==> src/rtl/pfd_pkg.sv <==
package pfd_pkg;
   // Pair of pump commands moving between detector and output gate.
   typedef struct packed {
      logic up;
      logic dn;
   } pump_cmd_t;

   // Clamp configuration and comparator readings for one direction.
   typedef struct packed {
      logic en;
      logic hit;
   } clamp_in_t;
endpackage

==> src/rtl/pfd_edge_sync.sv <==
module pfd_edge_sync #(
   parameter int STAGES = 2
) (
   input  logic clk,
   input  logic rst_n,
   input  logic async_in,
   output logic rise
);
   localparam int LAST = STAGES - 1;

   if (STAGES < 2) begin : g_bad_stages
      $error("pfd_edge_sync: STAGES must be at least 2");
   end

   logic [STAGES-1:0] sync_q;
   logic              prev_q;

   always_ff @(posedge clk) begin
      if (!rst_n) begin
         sync_q <= '0;
         prev_q <= 1'b0;
      end else begin
         sync_q <= {sync_q[STAGES-2:0], async_in};
         prev_q <= sync_q[LAST];
      end
   end

   assign rise = sync_q[LAST] & ~prev_q;
endmodule

==> src/rtl/pfd_detector.sv <==
module pfd_detector
   import pfd_pkg::*;
#(
   parameter int DLY_NORM = 1,
   parameter int DLY_WIDE = 4
) (
   input  logic      clk,
   input  logic      rst_n,
   input  logic      ev_lead,
   input  logic      ev_lag,
   input  logic      hold,
   input  logic      wide,
   output pump_cmd_t state
);
   localparam int MAX_DLY = (DLY_WIDE > DLY_NORM) ? DLY_WIDE : DLY_NORM;
   localparam int CNT_W   = (MAX_DLY > 1) ? $clog2(MAX_DLY) : 1;

   if (DLY_NORM < 1 || DLY_WIDE < 1) begin : g_bad_dly
      $error("pfd_detector: reset delays must be at least one cycle");
   end

   logic up_q, dn_q;
   logic both_set;
   logic rst_hit;

   assign both_set = up_q & dn_q;

   if (MAX_DLY == 1) begin : g_no_cnt
      // Every delay is one cycle: clear on the edge after overlap.
      assign rst_hit = both_set;
   end else begin : g_cnt
      localparam logic [CNT_W-1:0] LIM_N = CNT_W'(DLY_NORM - 1);
      localparam logic [CNT_W-1:0] LIM_W = CNT_W'(DLY_WIDE - 1);
      logic [CNT_W-1:0] cnt_q;
      logic [CNT_W-1:0] lim;

      assign lim     = wide ? LIM_W : LIM_N;
      assign rst_hit = both_set && (cnt_q >= lim);

      always_ff @(posedge clk) begin
         if (!rst_n || hold || rst_hit || !both_set) begin
            cnt_q <= '0;
         end else begin
            cnt_q <= cnt_q + 1'b1;
         end
      end
   end

   always_ff @(posedge clk) begin
      if (!rst_n || hold) begin
         up_q <= 1'b0;
         dn_q <= 1'b0;
      end else if (rst_hit) begin
         up_q <= 1'b0;
         dn_q <= 1'b0;
      end else begin
         if (ev_lead) up_q <= 1'b1;
         if (ev_lag)  dn_q <= 1'b1;
      end
   end

   assign state.up = up_q;
   assign state.dn = dn_q;
endmodule

==> src/rtl/pfd_pump_gate.sv <==
module pfd_pump_gate
   import pfd_pkg::*;
(
   input  pump_cmd_t det,
   input  logic      force_up,
   input  logic      force_dn,
   input  clamp_in_t hi,
   input  clamp_in_t lo,
   output pump_cmd_t cmd,
   output logic      hi_flag,
   output logic      lo_flag
);
   logic hi_block, lo_block;

   assign hi_block = hi.en & hi.hit;
   assign lo_block = lo.en & lo.hit;

   assign cmd.up  = (det.up | force_up) & ~hi_block;
   assign cmd.dn  = (det.dn | force_dn) & ~lo_block;
   assign hi_flag = hi_block;
   assign lo_flag = lo_block;
endmodule

==> src/rtl/pfd_pump_ctrl.sv <==
module pfd_pump_ctrl
   import pfd_pkg::*;
#(
   parameter int SYNC_STAGES = 2,
   parameter int DLY_NORM    = 1,
   parameter int DLY_WIDE    = 4
) (
   input  logic clk,
   input  logic rst_n,
   input  logic ref_clk,
   input  logic fb_clk,
   input  logic phase_inv,
   input  logic pfd_hold,
   input  logic src_force,
   input  logic snk_force,
   input  logic wide_pulse,
   input  logic hi_clamp_en,
   input  logic lo_clamp_en,
   input  logic v_too_high,
   input  logic v_too_low,
   output logic pump_up,
   output logic pump_dn,
   output logic hi_clamp_flag,
   output logic lo_clamp_flag
);
   localparam int N_IN = 2;

   logic [N_IN-1:0] raw_in;
   logic [N_IN-1:0] rise;
   logic            ev_lead, ev_lag;
   pump_cmd_t       det_state;
   pump_cmd_t       gated;
   clamp_in_t       hi_cfg, lo_cfg;

   assign raw_in = {fb_clk, ref_clk};

   for (genvar i = 0; i < N_IN; i++) begin : g_sync
      pfd_edge_sync #(.STAGES(SYNC_STAGES)) u_sync (
         .clk     (clk),
         .rst_n   (rst_n),
         .async_in(raw_in[i]),
         .rise    (rise[i])
      );
   end

   // Role swap: the inverted mode lets feedback drive the up flop.
   assign ev_lead = phase_inv ? rise[1] : rise[0];
   assign ev_lag  = phase_inv ? rise[0] : rise[1];

   pfd_detector #(.DLY_NORM(DLY_NORM), .DLY_WIDE(DLY_WIDE)) u_det (
      .clk    (clk),
      .rst_n  (rst_n),
      .ev_lead(ev_lead),
      .ev_lag (ev_lag),
      .hold   (pfd_hold),
      .wide   (wide_pulse),
      .state  (det_state)
   );

   assign hi_cfg = '{en: hi_clamp_en, hit: v_too_high};
   assign lo_cfg = '{en: lo_clamp_en, hit: v_too_low};

   pfd_pump_gate u_gate (
      .det     (det_state),
      .force_up(src_force),
      .force_dn(snk_force),
      .hi      (hi_cfg),
      .lo      (lo_cfg),
      .cmd     (gated),
      .hi_flag (hi_clamp_flag),
      .lo_flag (lo_clamp_flag)
   );

   assign pump_up = gated.up;
   assign pump_dn = gated.dn;
endmodule

==> config.mk <==
export PLATFORM = sky130hd
export DESIGN_NAME = pfd_pump_ctrl
export DESIGN_NICKNAME = d
export VERILOG_FILES = /design/src/rtl/pfd_pkg.sv /design/src/rtl/pfd_edge_sync.sv /design/src/rtl/pfd_detector.sv /design/src/rtl/pfd_pump_gate.sv /design/src/rtl/pfd_pump_ctrl.sv
export SDC_FILE = /design/constraint.sdc
export NUM_CORES = 1
export LEC_CHECK = 0
export BUFFER_PORTS_ARGS = -buffer_cell sky130_fd_sc_hd__buf_2
export CORE_AREA = 2 2 39 41
export CTS_CLUSTER_DIAMETER = 200
export CTS_CLUSTER_SIZE = 25
export DETAILED_ROUTE_END_ITERATION = 10
export DIE_AREA = 0 0 41 43
export PLACE_DENSITY = 0.66
export SLEW_MARGIN = 20
export SYNTH_ARGS = -nofsm -noshare
export SYNTH_HDL_FRONTEND = slang
export SYNTH_SLANG_ARGS = --single-unit
==> constraint.sdc <==
create_clock -name clk -period 1.71 [get_ports clk]
set_input_delay 0.342 -clock clk [delete_from_list [all_inputs] [get_ports clk]]
set_output_delay 0.342 -clock clk [all_outputs]
set_load 0.1 [all_outputs]
# ---- After elaboration in Yosys (flattened, before gate mapping)
# Index checks and enable logic that the tools add are counted.
dict set report totals {
  regBits 10
  output_inout_bits 4
}
dict set report classes {
  add_sub_neg 1
  order_cmp 1
  mux 3
  bitwise_logic 13
  reduce_logical 7
}
# op n
set op_table {}
lappend op_table {{1-bit bitwise AND} 7}
lappend op_table {{1-bit NOT} 4}
lappend op_table {{1-bit logical OR} 3}
lappend op_table {{2-bit by 1-bit adder with 2-bit output, second input constant} 1}
lappend op_table {{2-bit >= comparator} 1}
lappend op_table {{1-bit zero test} 2}
lappend op_table {{1-bit two-way mux} 2}
lappend op_table {{2-bit two-way mux} 1}
lappend op_table {{1-bit OR} 2}
lappend op_table {{2-bit OR reduction} 1}
lappend op_table {{1-bit logical AND} 1}

# ---- Depth between registers and ports, before layout
# Gate-level depths: netlist (run 1).
dict set report depth {
  depth_word 5
  depth_mapped 5
}

# ---- Cells and area by module
# From an unflattened synthesis (run 1), not the netlist that was laid out.
dict set report hier_totals {
  cells_unflattened 42
  area_unflattened_um2 467.9
}
# mod instances cells_each area_each_um2 seq_area_each_um2
set by_module_without_submodules {}
lappend by_module_without_submodules {pfd_detector 1 22 217.7 80.1}
lappend by_module_without_submodules {pfd_edge_sync 2 7 92.6 60.1}
lappend by_module_without_submodules {pfd_pump_gate 1 4 42.5 0.0}
lappend by_module_without_submodules {pfd_pump_ctrl 1 2 22.5 0.0}

# ---- Worst setup path after synthesis (run 1)
# No wires, ideal clock.
dict set report synth_timing {
  path_kind {input to output}
  start {input port lo_clamp_en}
  end {output port pump_dn}
  arrival_ps 2255
  required_time_ps 1368
  slack_ps -887
  path_stages 2
  path_buffers 0
  cell_sequence {and2_1 > nor2_1}
}
dict set report synth_via {
  elab_chain_len 3
}
# item line
set synth_rtl {}
lappend synth_rtl {{from (decl)} pfd_pump_ctrl.sv:18} ;# input logic lo_clamp_en,
lappend synth_rtl {{1-bit bitwise AND} pfd_pump_gate.sv:16} ;# assign lo_block = lo.en & lo.hit;
lappend synth_rtl {{1-bit NOT} pfd_pump_gate.sv:19} ;# assign cmd.dn = (det.dn | force_dn) & ~lo_block;
lappend synth_rtl {{1-bit bitwise AND} pfd_pump_gate.sv:19}
lappend synth_rtl {{to (decl)} pfd_pump_ctrl.sv:22} ;# output logic pump_dn,
# Every way passes these cells.

# ---- Worst setup path after layout (run 1)
dict set report layout_timing {
  start {register u_det.up_q}
  end {output port pump_up}
}
dict set report layout_via {
  elab_chain_len 2
}
# item line
set layout_rtl {}
lappend layout_rtl {{from (decl)} pfd_detector.sv:22} ;# logic up_q, dn_q;
lappend layout_rtl {{from (signal assigned)} pfd_detector.sv:51} ;# up_q <= 1'b0;
lappend layout_rtl {{from (signal assigned)} pfd_detector.sv:54} ;# up_q <= 1'b0;
lappend layout_rtl {{from (signal assigned)} pfd_detector.sv:57} ;# if (ev_lead) up_q <= 1'b1;
lappend layout_rtl {{1-bit OR} pfd_pump_gate.sv:18} ;# assign cmd.up = (det.up | force_up) & ~hi_block;
lappend layout_rtl {{1-bit bitwise AND} pfd_pump_gate.sv:18}
lappend layout_rtl {{to (decl)} pfd_pump_ctrl.sv:21} ;# output logic pump_up,
# Every way passes these cells.

==> run metrics, run 1 <==
terminus of the critical flop-to-flop path u_det.g_cnt.cnt_q[1]; Seq/Total Area, Yosys 0.480; normalized max-slew margin 0.679; DRC viols 0; largest area contributor in the netlist dfxtp_1; critical path data arrival time 1020 ps; ANT cells 0; most frequent cell after synthesis dfxtp_1; Vias ~350; clock latency at the later pin of the worst-skew pair about 260 ps; post-route clock skew 6.91 ps; critical path required time roughly 1400 ps; Worst Setup EP pump_up; yosys warns 0; Tmin final 1360 ps; MaxCap Viol Count 0; library cells used by synthesis 12; crit path launch u_det.up_q; Critical R2R Launch u_det.g_cnt.cnt_q[0]; layout cells sized above 1 0.435; gr usage total 0.0978; Post-synth EDFFs 0; clock buffer depth 2; RSZ-0062 raised after global routing no; initial antenna violation count 0; CP endpoint kind output port; average routed wire per standard cell around 8.7 um; Async S/R FF share, synth 0; Slew Viols, Final 0; status finished clean; synth top area cells dfxtp_1 48%, and2_1 12%, nor2_1 6.3%; CTS tree done; worst-path cell chain nor2_1 > nor2_4 > buf_12; Rows 14; Crit Path Max Fanout 3; TritonCTS Sinks 10; Syn Area/Cell 9.92 um2; top cells by count, synth 10 x dfxtp_1, 8 x and2_1, 7 x nor2_1; # Post-CTS Setup Buffers 0; CP startpoint kind flip-flop; Fin. Hold Viols 0; die footprint between 1500 and 2000 um2; die width 41 um; CTS clk-pin slew, worst paths 70 ps; final setup vio count 0; hold_ws 288 ps; kind of critical path reg2out; leakage power about 0.00026 uW; H-tree depth 1; core area 1380 um2; Worst R2R Path Depth 5; slew at the pin with the worst max-slew slack 484 ps; Num CTS Buffers 3; HP Class in2reg; nets 78; number of global-route vias before repair around 330; final WL 675 um; Root Buffer clkbuf_4; cts-stage hold buffer count 0; DR pass1 iterations 4; CTS resizes 0; Syn Inst Count 42; Initial Util 0.301; Slowest-stage cell, CP dfxtp_1; CP peak stage delay around 370 ps; Final HPWL DP 563 um; WP depth 3; top cell type's share of synthesized area 0.480; vias per inst 4.50; IO Count 17; die extent in y between 40 and 50 um; Setup TNS 0 ps; flip-flop and latch count after synthesis 10; Port Buffers 16; Routed Antenna Nets 0; Post-synth top flop dfxtp_1; GPL Wtd Cong 0.701; DR iter-0 viols 9; Layout area overhead 44.1%; WP buf/inv 1; VDD IR max 0.419 mV; PwrDens 924 nW/um2; Achievable Freq 734 MHz; global-route wire length before repair between 1000 and 1500 um; setup slack, reg-to-reg 410 ps; Post-Synthesis Cell Area 417 um2; total grt overflow 0; Final period util 0.797; delay-heaviest family, CP flip-flops; Synthesized Nets 57; largest net degree at the start of global routing 8
## area by class of cell
| type | instances | area (um2) |
|---|---|---|
| clock buffers | 4 | 36.3 |
| fillers | 144 | 783 |
| flip-flops and latches | 10 | 200 |
| inverters | 5 | 18.8 |
| multi-input cells | 27 | 215 |
| repair buffers | 16 | 110 |
| well taps | 16 | 20.0 |
## worst min path at each step
stage / start / to / slack (ps) / cells past startpoint
3_5_place_dp: g_sync[0].u_sync.sync_q[0] / g_sync[0].u_sync.sync_q[1] / 420 / 1
6_report: ref_clk / g_sync[0].u_sync.sync_q[0] / 290 / 2
3_3_place_gp: g_sync[1].u_sync.sync_q[0] / g_sync[1].u_sync.sync_q[1] / 420 / 1
4_1_cts: ref_clk / g_sync[0].u_sync.sync_q[0] / 280 / 2
2_1_floorplan: g_sync[0].u_sync.sync_q[0] / g_sync[0].u_sync.sync_q[1] / 410 / 1
5_1_grt: fb_clk / g_sync[1].u_sync.sync_q[0] / 290 / 2
## routing by layer
| metal | vias to the layer above | share of wire | track usage | wire, um |
|---|---|---|---|---|
| met5 | - | 0 | 0 | 0 |
| met4 | 0 | 0 | 0.0600 | 0 |
| met3 | 0 | 0.12 | 0.0471 | 81 |
| met2 | 19 | 0.49 | 0.159 | 331 |
| met1 | 151 | 0.39 | 0.0912 | 262 |
| li1 | 181 | - | - | - |
## report_power, final
group / total, uW / switching [uW] / internal, uW
clock network: 205 / 75.7 / 129
registers: 243 / 3.26 / 240
logic: 108 / 67.6 / 39.9
## through the flow
| step | instances | power, uW | setup WS [ps] | utilization | instance area (um2) |
|---|---|---|---|---|---|
| 2_1_floorplan | 42 | 319 | 103 | - | 434 |
| 3_3_place_gp | 74 | 355 | 357 | 0.408 | 564 |
| 3_5_place_dp | 74 | 357 | 328 | 0.408 | 564 |
| 4_1_cts | 78 | 564 | 332 | 0.434 | 601 |
| 5_1_grt | 78 | 580 | 287 | 0.434 | 601 |
| 6_report | 78 | 555 | 348 | 0.434 | 601 |
## cell usage in the layout (no fill, tap or decap)
cell type  Yosys  layout
clkbuf_8       0       1
and2_2         0       2
nor2_1         7       5
xnor2_1        1       1
inv_1          5       5
nand2_2        1       1
nor2_4         0       2
nor3_1         2       2
nor3b_2        1       1
buf_12         0       2
and2_1         8       6
a311oi_1       2       2
nor3b_1        2       2
buf_2          0      14
clkbuf_4       0       3
o311ai_4       1       1
dfxtp_1       10      10
ha_1           2       2
## registers in the layout (all words and copies together) (netlist names)
| signal | count |
|---|---|
| u_det.dn_q | 1 |
| g_sync.u_sync.sync_q | 4 |
| g_sync.u_sync.prev_q | 2 |
| u_det.up_q | 1 |
| u_det.g_cnt.cnt_q | 2 |
## worst register-to-register path: cells and delay by family (launching register included)
kind	cells	cell delay, ps
AOI/OAI and AO/OA	1	140
DFF	1	360
adders and majority gates	1	280
and+or+nand+nor	2	410
buffers and inverters	1	60
## kinds of logic (layout without fill, tap and decap cells)
kind of cell    after synthesis  after routing  share of synthesized area
fa+ha+maj                     2              2                     0.0601
flops                        10             10                      0.480
xor+xnor                      1              1                     0.0210
compound gates                3              3                      0.105
simple gates                 21             21                      0.288
buf+inv                       5             25                     0.0450
Power figures use the tool's default switching activity.
==> run 2: changes to the inputs <==
PLACE_DENSITY = 0.68   (was 0.66)
clock period = 1.2 ns   (was 1.71 ns; I/O delays follow)
==> run 2 against run 1 <==
  * The run now ends with setup timing left
  * Clock power grew 2%
  * Die area is the same
  * Combinational power grew 70%
  * Global-route usage is 2.0 points higher
  * Register-to-register slack worse by 430 ps
  * Worst setup slack worse by 360 ps
  * Utilization up 6.4 points
  * Sequential cell count unchanged
  * Power rose by 33%
  * Routed wire length is 24% higher
  * Largest power group unchanged
==> run metrics, run 2 (synthesis gave the netlist of run 1 again) <==
status complete, but fails checks; failing checks setup timing; Filler Cell Count 132 (-8.3%); die extent in y 43 um (unchanged); total grt overflow 0 (unchanged); Tot Pwr 740 uW (+33%); Worst R2R Path Depth 5 (unchanged); CTS clk-pin slew, worst paths 60 ps (about the same); average routed wire per standard cell 10.5 um (+21%); Final period util 1.01; Root Buffer clkbuf_4; worst hold start fb_clk; P_sw 206 uW (+40%); nets 81 (+3.8%); die footprint 1760 um2 (unchanged); Slowest-stage cell, CP dfxtp_2; final WL 840 um (+24%); most common cell after layout, fill and taps aside buf_2; WHS Path Cells 2 (unchanged); WP buf/inv 1 (unchanged); kind of critical path reg2reg; GPL Wtd Cong 0.782 (+12%); vias per inst 4.40 (-2.2%); TritonCTS Sinks 10 (unchanged); terminus of the critical flop-to-flop path u_det.up_q; layout cells sized above 1 0.594 (+0.158); clock buffer depth 2 (unchanged); post-route clock skew 0.495 ps (-6.42 ps); leakage power 0.000283 uW (+8.7%); CP startpoint kind flip-flop; Sw Ratio 0.278 (+0.0140); clock share of power 0.284 (-0.085); HP Class in2reg; Vias 352 (+0.28%); Critical R2R Launch u_det.g_cnt.cnt_q[0]; commonest cells after routing, fill and taps aside 12 x buf_2, 7 x dfxtp_1, 6 x and2_1; global-route wire length before repair 1320 um (+16%); DRC viols 0 (unchanged); die width 41 um (unchanged); clock latency at the later pin of the worst-skew pair 250 ps (about the same); max reg flops 4 (unchanged); IO Count 17 (unchanged); Achievable Freq about 820 MHz; CP peak stage delay 330 ps (-40 ps); Crit Path Max Fanout 4 (+1); Initial Util 0.301 (unchanged); worst-path cell chain inv_2 > ha_4 > nor3b_4 > o311ai_4 > nor2_1; final setup vio count 3 (+3); setup slack, reg-to-reg -20 ps (-430 ps); cell-internal power 534 uW (+31%); delay-heaviest family, CP flip-flops; gr usage total 0.118 (+0.0203); ANT cells 0 (unchanged); Final HPWL DP 594 um (+5.5%); Hold Path End g_sync[1].u_sync.sync_q[0]; CP endpoint kind flip-flop; core area 1380 um2 (unchanged); PwrDens 1070 nW/um2 (+16%); MaxCap Viol Count 0 (unchanged); H-tree depth 1 (unchanged); Num CTS Buffers 3 (unchanged); critical path required time 1330 ps (-40 ps); cts-stage hold buffer count 0 (unchanged); Sequential Power Share 0.467 (+0.029); Top Registers g_sync.u_sync.sync_q x4, g_sync.u_sync.prev_q x2, u_det.g_cnt.cnt_q x2; critical path data arrival time 1350 ps (+330 ps); initial antenna violation count 0 (unchanged); DR pass1 iterations 3 (-1); Largest Register g_sync.u_sync.sync_q; CTS tree done; Slew Viols, Final 0 (unchanged); Setup WS post-layout -16.8 ps (-364 ps); slew at the pin with the worst max-slew slack 301 ps (-184 ps); Tmin final 1220 ps; Logic pwr share 0.249 (+0.055); Fin. Hold Viols 0 (unchanged); Rows 14 (unchanged); largest net degree at the start of global routing 8 (unchanged); Port Buffers 16 (unchanged); Layout area overhead 65.5%; number of global-route vias before repair 336 (+2.8%); VDD IR max 0.540 mV (+29%); Setup TNS -34.1 ps (-34.1 ps); RSZ-0062 raised after global routing yes; normalized max-slew margin 0.799 (+0.120); DR iter-0 viols 1 (-8); utilization after layout 0.498 (+0.0642); Routed Antenna Nets 0 (unchanged); pre-CTS setup slack -70.3 ps (-398 ps)
==> run 2: cell count changes in the layout (fill, tap and decap cells not counted), sizes merged <==
cell and change:
clkbuf -1, buf +3
==> run 2: area by class of cell <==
type	instances	area, um2	share of cell area
timing repair buffer	19	163	0.236
clock buffer	3	22.5	0.0327
sequential	10	206	0.299
tap	16	20.0	0.0290
inverter	5	18.8	0.0272
multi-input combinational	27	259	0.376
==> run 2: timing repair <==
item,CTS,global route
setup endpoints to repair,5,6
resized for setup,8,4
endpoints found under the hold margin,0,0
pin swaps,3,9
setup buffers,1,1
==> run 2: worst max path at each step <==
stage	from	slack, ps	cells after the start	endpoint
after floorplan	lo_clamp_en	-30	2	pump_dn
after global placement	wide_pulse	-20	5	u_det.g_cnt.cnt_q[1]
after detailed placement	wide_pulse	-70	5	u_det.g_cnt.cnt_q[1]
after CTS	u_det.dn_q	7	3	pump_dn
after global routing	u_det.g_cnt.cnt_q[0]	-80	5	u_det.dn_q
final	u_det.g_cnt.cnt_q[0]	-20	5	u_det.up_q
==> run 2: power by group through the flow <==
stage	clock (uW)	sequential, uW	combinational (uW)
final	210	345	184
after global routing	251	346	195
after CTS	225	345	177
after detailed placement	0	354	170
after global placement	0	353	168
after floorplan	0	353	105
==> run 2: per-layer routing <==
| layer | share of wire | vias up | track usage |
|---|---|---|---|
| met2 | 0.54 | 15 | 0.206 |
| met3 | 0.094 | 0 | 0.0314 |
| li1 | - | 181 | - |
| met1 | 0.37 | 156 | 0.108 |
| met5 | 0 | - | 0 |
| met4 | 0 | 0 | 0.0800 |
==> run 2: stage by stage <==
stage          hold slack, ps  std cells  cell area (um2)
2_1_floorplan             362         42              438
3_3_place_gp              416         75              606
3_5_place_dp              423         75              606
4_1_cts                   181         79              663
5_1_grt                   170         80              689
6_report                  191         80              689
==> run 3: changes to the inputs <==
CELL_PAD_IN_SITES_DETAIL_PLACEMENT = 0   (was not set)
CELL_PAD_IN_SITES_GLOBAL_PLACEMENT = 2   (was not set)
CORE_AREA = not set   (was 2 2 39 41)
CORE_UTILIZATION = 22   (was not set)
DIE_AREA = not set   (was 0 0 41 43)
PLACE_DENSITY = 0.77   (was 0.68)
==> run 3 against run 2 <==
  * The run now ends clean
  * Critical path type is now reg2out
  * Global-route usage decreased by 3.2 points
  * Highest routed layer is now met4
  * Register-to-register slack improved by 70 ps
  * Via count increased by 0.85%
  * Critical endpoint is now pump_dn
  * Largest power group unchanged
==> run metrics, run 3 (synthesis gave the netlist of run 1 again) <==
Num CTS Buffers 3 (unchanged); ANT cells 0 (unchanged); met3 usage 0.0516 (+0.0202); critical path data arrival time 930 ps (-420 ps); hold_ws 180 ps (-11.0 ps); P_sw 221 uW (+7.3%); die footprint 2070 um2 (+18%); cell-internal power 604 uW (+13%); CTS tree done; max reg flops 4 (unchanged); busiest grt layer met2; Crit Path Max Fanout 2 (-2); Setup TNS 0 ps (+34.1 ps); Port Buffers 16 (unchanged); die width 45.5 um (+11%); vias per inst 3.94 (-10%); DR pass1 iterations 2 (-1); die extent in y 45.5 um (+5.9%); MaxCap Viol Count 0 (unchanged); H-tree depth 1 (unchanged); IO Count 17 (unchanged); Final period util 0.973 (-0.0415); final WL 733 um (-13%); VDD IR max 0.772 mV (+43%); grt met2 use 0.134 (-0.0720); HP Class in2reg; Setup WS post-layout 33.0 ps (+49.8 ps); post-route clock skew 3.08 ps (+2.58 ps); critical path required time 960 ps (-370 ps); total grt overflow 0 (unchanged); leakage power 0.000293 uW (+3.6%); gr usage total 0.0864 (-0.0316); commonest cells after routing, fill and taps aside 12 x buf_2, 7 x dfxtp_1, 6 x and2_1; slew at the pin with the worst max-slew slack 271 ps (-29.3 ps); core area 1750 um2 (+26%); Slowest-stage cell, CP dfxtp_2; PwrDens 1170 nW/um2 (+9.1%); Logic pwr share 0.220 (-0.029); Root Buffer clkbuf_4; CTS clk-pin slew, worst paths 60 ps (about the same); largest net degree at the start of global routing 8 (unchanged); CP peak stage delay 350 ps (+20 ps); Final HPWL DP 579 um (-2.6%); layout cells sized above 1 0.569 (-0.0245); Filler Cell Count 172 (+30%); Top Registers g_sync.u_sync.sync_q x4, g_sync.u_sync.prev_q x2, u_det.g_cnt.cnt_q x2; most common cell after layout, fill and taps aside buf_2; CP startpoint kind flip-flop; GPL Wtd Cong 0.613 (-22%); met1 GRT Util 0.0872 (-0.0207); Rows 15 (+1); clock share of power 0.360 (+0.076); clock buffer depth 2 (unchanged); global-route wire length before repair 1190 um (-10%); Fin. Hold Viols 0 (unchanged); Routed Antenna Nets 0 (unchanged); DRC viols 0 (unchanged); Initial Util 0.239 (-0.0624); Sequential Power Share 0.420 (-0.047); DR iter-0 viols 1 (unchanged); nets 81 (unchanged); worst-path cell chain nor2_4 > nor2_4 > buf_12; number of global-route vias before repair 314 (-6.5%); clock latency at the later pin of the worst-skew pair 260 ps (about the same); status finished clean; Tmin final 1170 ps (-49.8 ps); Slew Viols, Final 0 (unchanged); Largest Register g_sync.u_sync.sync_q; TritonCTS Sinks 10 (unchanged); Vias 355 (+0.85%); most used cell, CP nor2_4; average routed wire per standard cell 8.14 um (-22%); Achievable Freq 857 MHz (+4.3%); RSZ-0062 raised after global routing yes; normalized max-slew margin 0.819 (+0.0196); kind of critical path reg2out; final setup vio count 0 (-3); Layout area overhead 69.1%; initial antenna violation count 0 (unchanged); setup slack, reg-to-reg 50 ps (+70 ps); Sw Ratio 0.268 (-0.0105); CP endpoint kind output port; pre-CTS setup slack -53.7 ps (+16.6 ps)
## run 3: cell count changes in the layout (fill, tap and decap cells not counted), sizes merged
cell,previous run,this run
clkbuf,3,4
## run 3: per-stage QoR
| stage | cells | instance area (um2) | utilization | total power, uW |
|---|---|---|---|---|
| after floorplan | 42 | 438 | - | 457 |
| after global placement | 84 | 617 | 0.353 | 523 |
| after detailed placement | 84 | 617 | 0.353 | 524 |
| after CTS | 90 | 699 | 0.401 | 843 |
| after global routing | 90 | 704 | 0.404 | 873 |
| final | 90 | 704 | 0.404 | 825 |
## run 3: power groups by stage
stage          clock network [uW]  registers (uW)  logic [uW]
4_1_cts                       314             346         182
3_5_place_dp                    0             354         170
5_1_grt                       334             347         191
6_report                      297             347         182
3_3_place_gp                    0             354         169
2_1_floorplan                   0             353         105
## run 3: worst paths after layout
path / startpoint / endpoint / cells past startpoint
max: u_det.dn_q / pump_dn / 3
min: ref_clk / g_sync[0].u_sync.sync_q[0] / 2
max reg2reg: u_det.g_cnt.cnt_q[1] / u_det.dn_q / 4
min reg2reg: g_sync[1].u_sync.sync_q[0] / g_sync[1].u_sync.sync_q[1] / 1
## run 3: final cells by class
cell class,count,area [um2],share of cell area
Sequential cell,10,204,0.290
Timing Repair Buffer,19,163,0.231
Inverter,5,18.8,0.0266
Clock buffer,4,36.3,0.0515
Multi-Input combinational cell,27,251,0.357
Tap cell,25,31.3,0.0444
## run 3: what timing repair did
item,CTS,global route
setup buffers,2,0
gates resized for setup,8,1
pin swaps,6,5
endpoints found under the setup margin,5,6
hold buffers,0,0
## run 3: worst max-delay path, delay by kind of cell, from the launching register on
family | cells | cell delay, ps
buffers and inverters | 1 | 180
DFF | 1 | 350
and+or+nand+nor | 2 | 140
## run 3: routing by layer
metal  up-vias  part of all wire
met1       152              0.40
met3         2              0.11
met4         0             0.012
met2        18              0.47
li1        183                 -
met5         -                 0
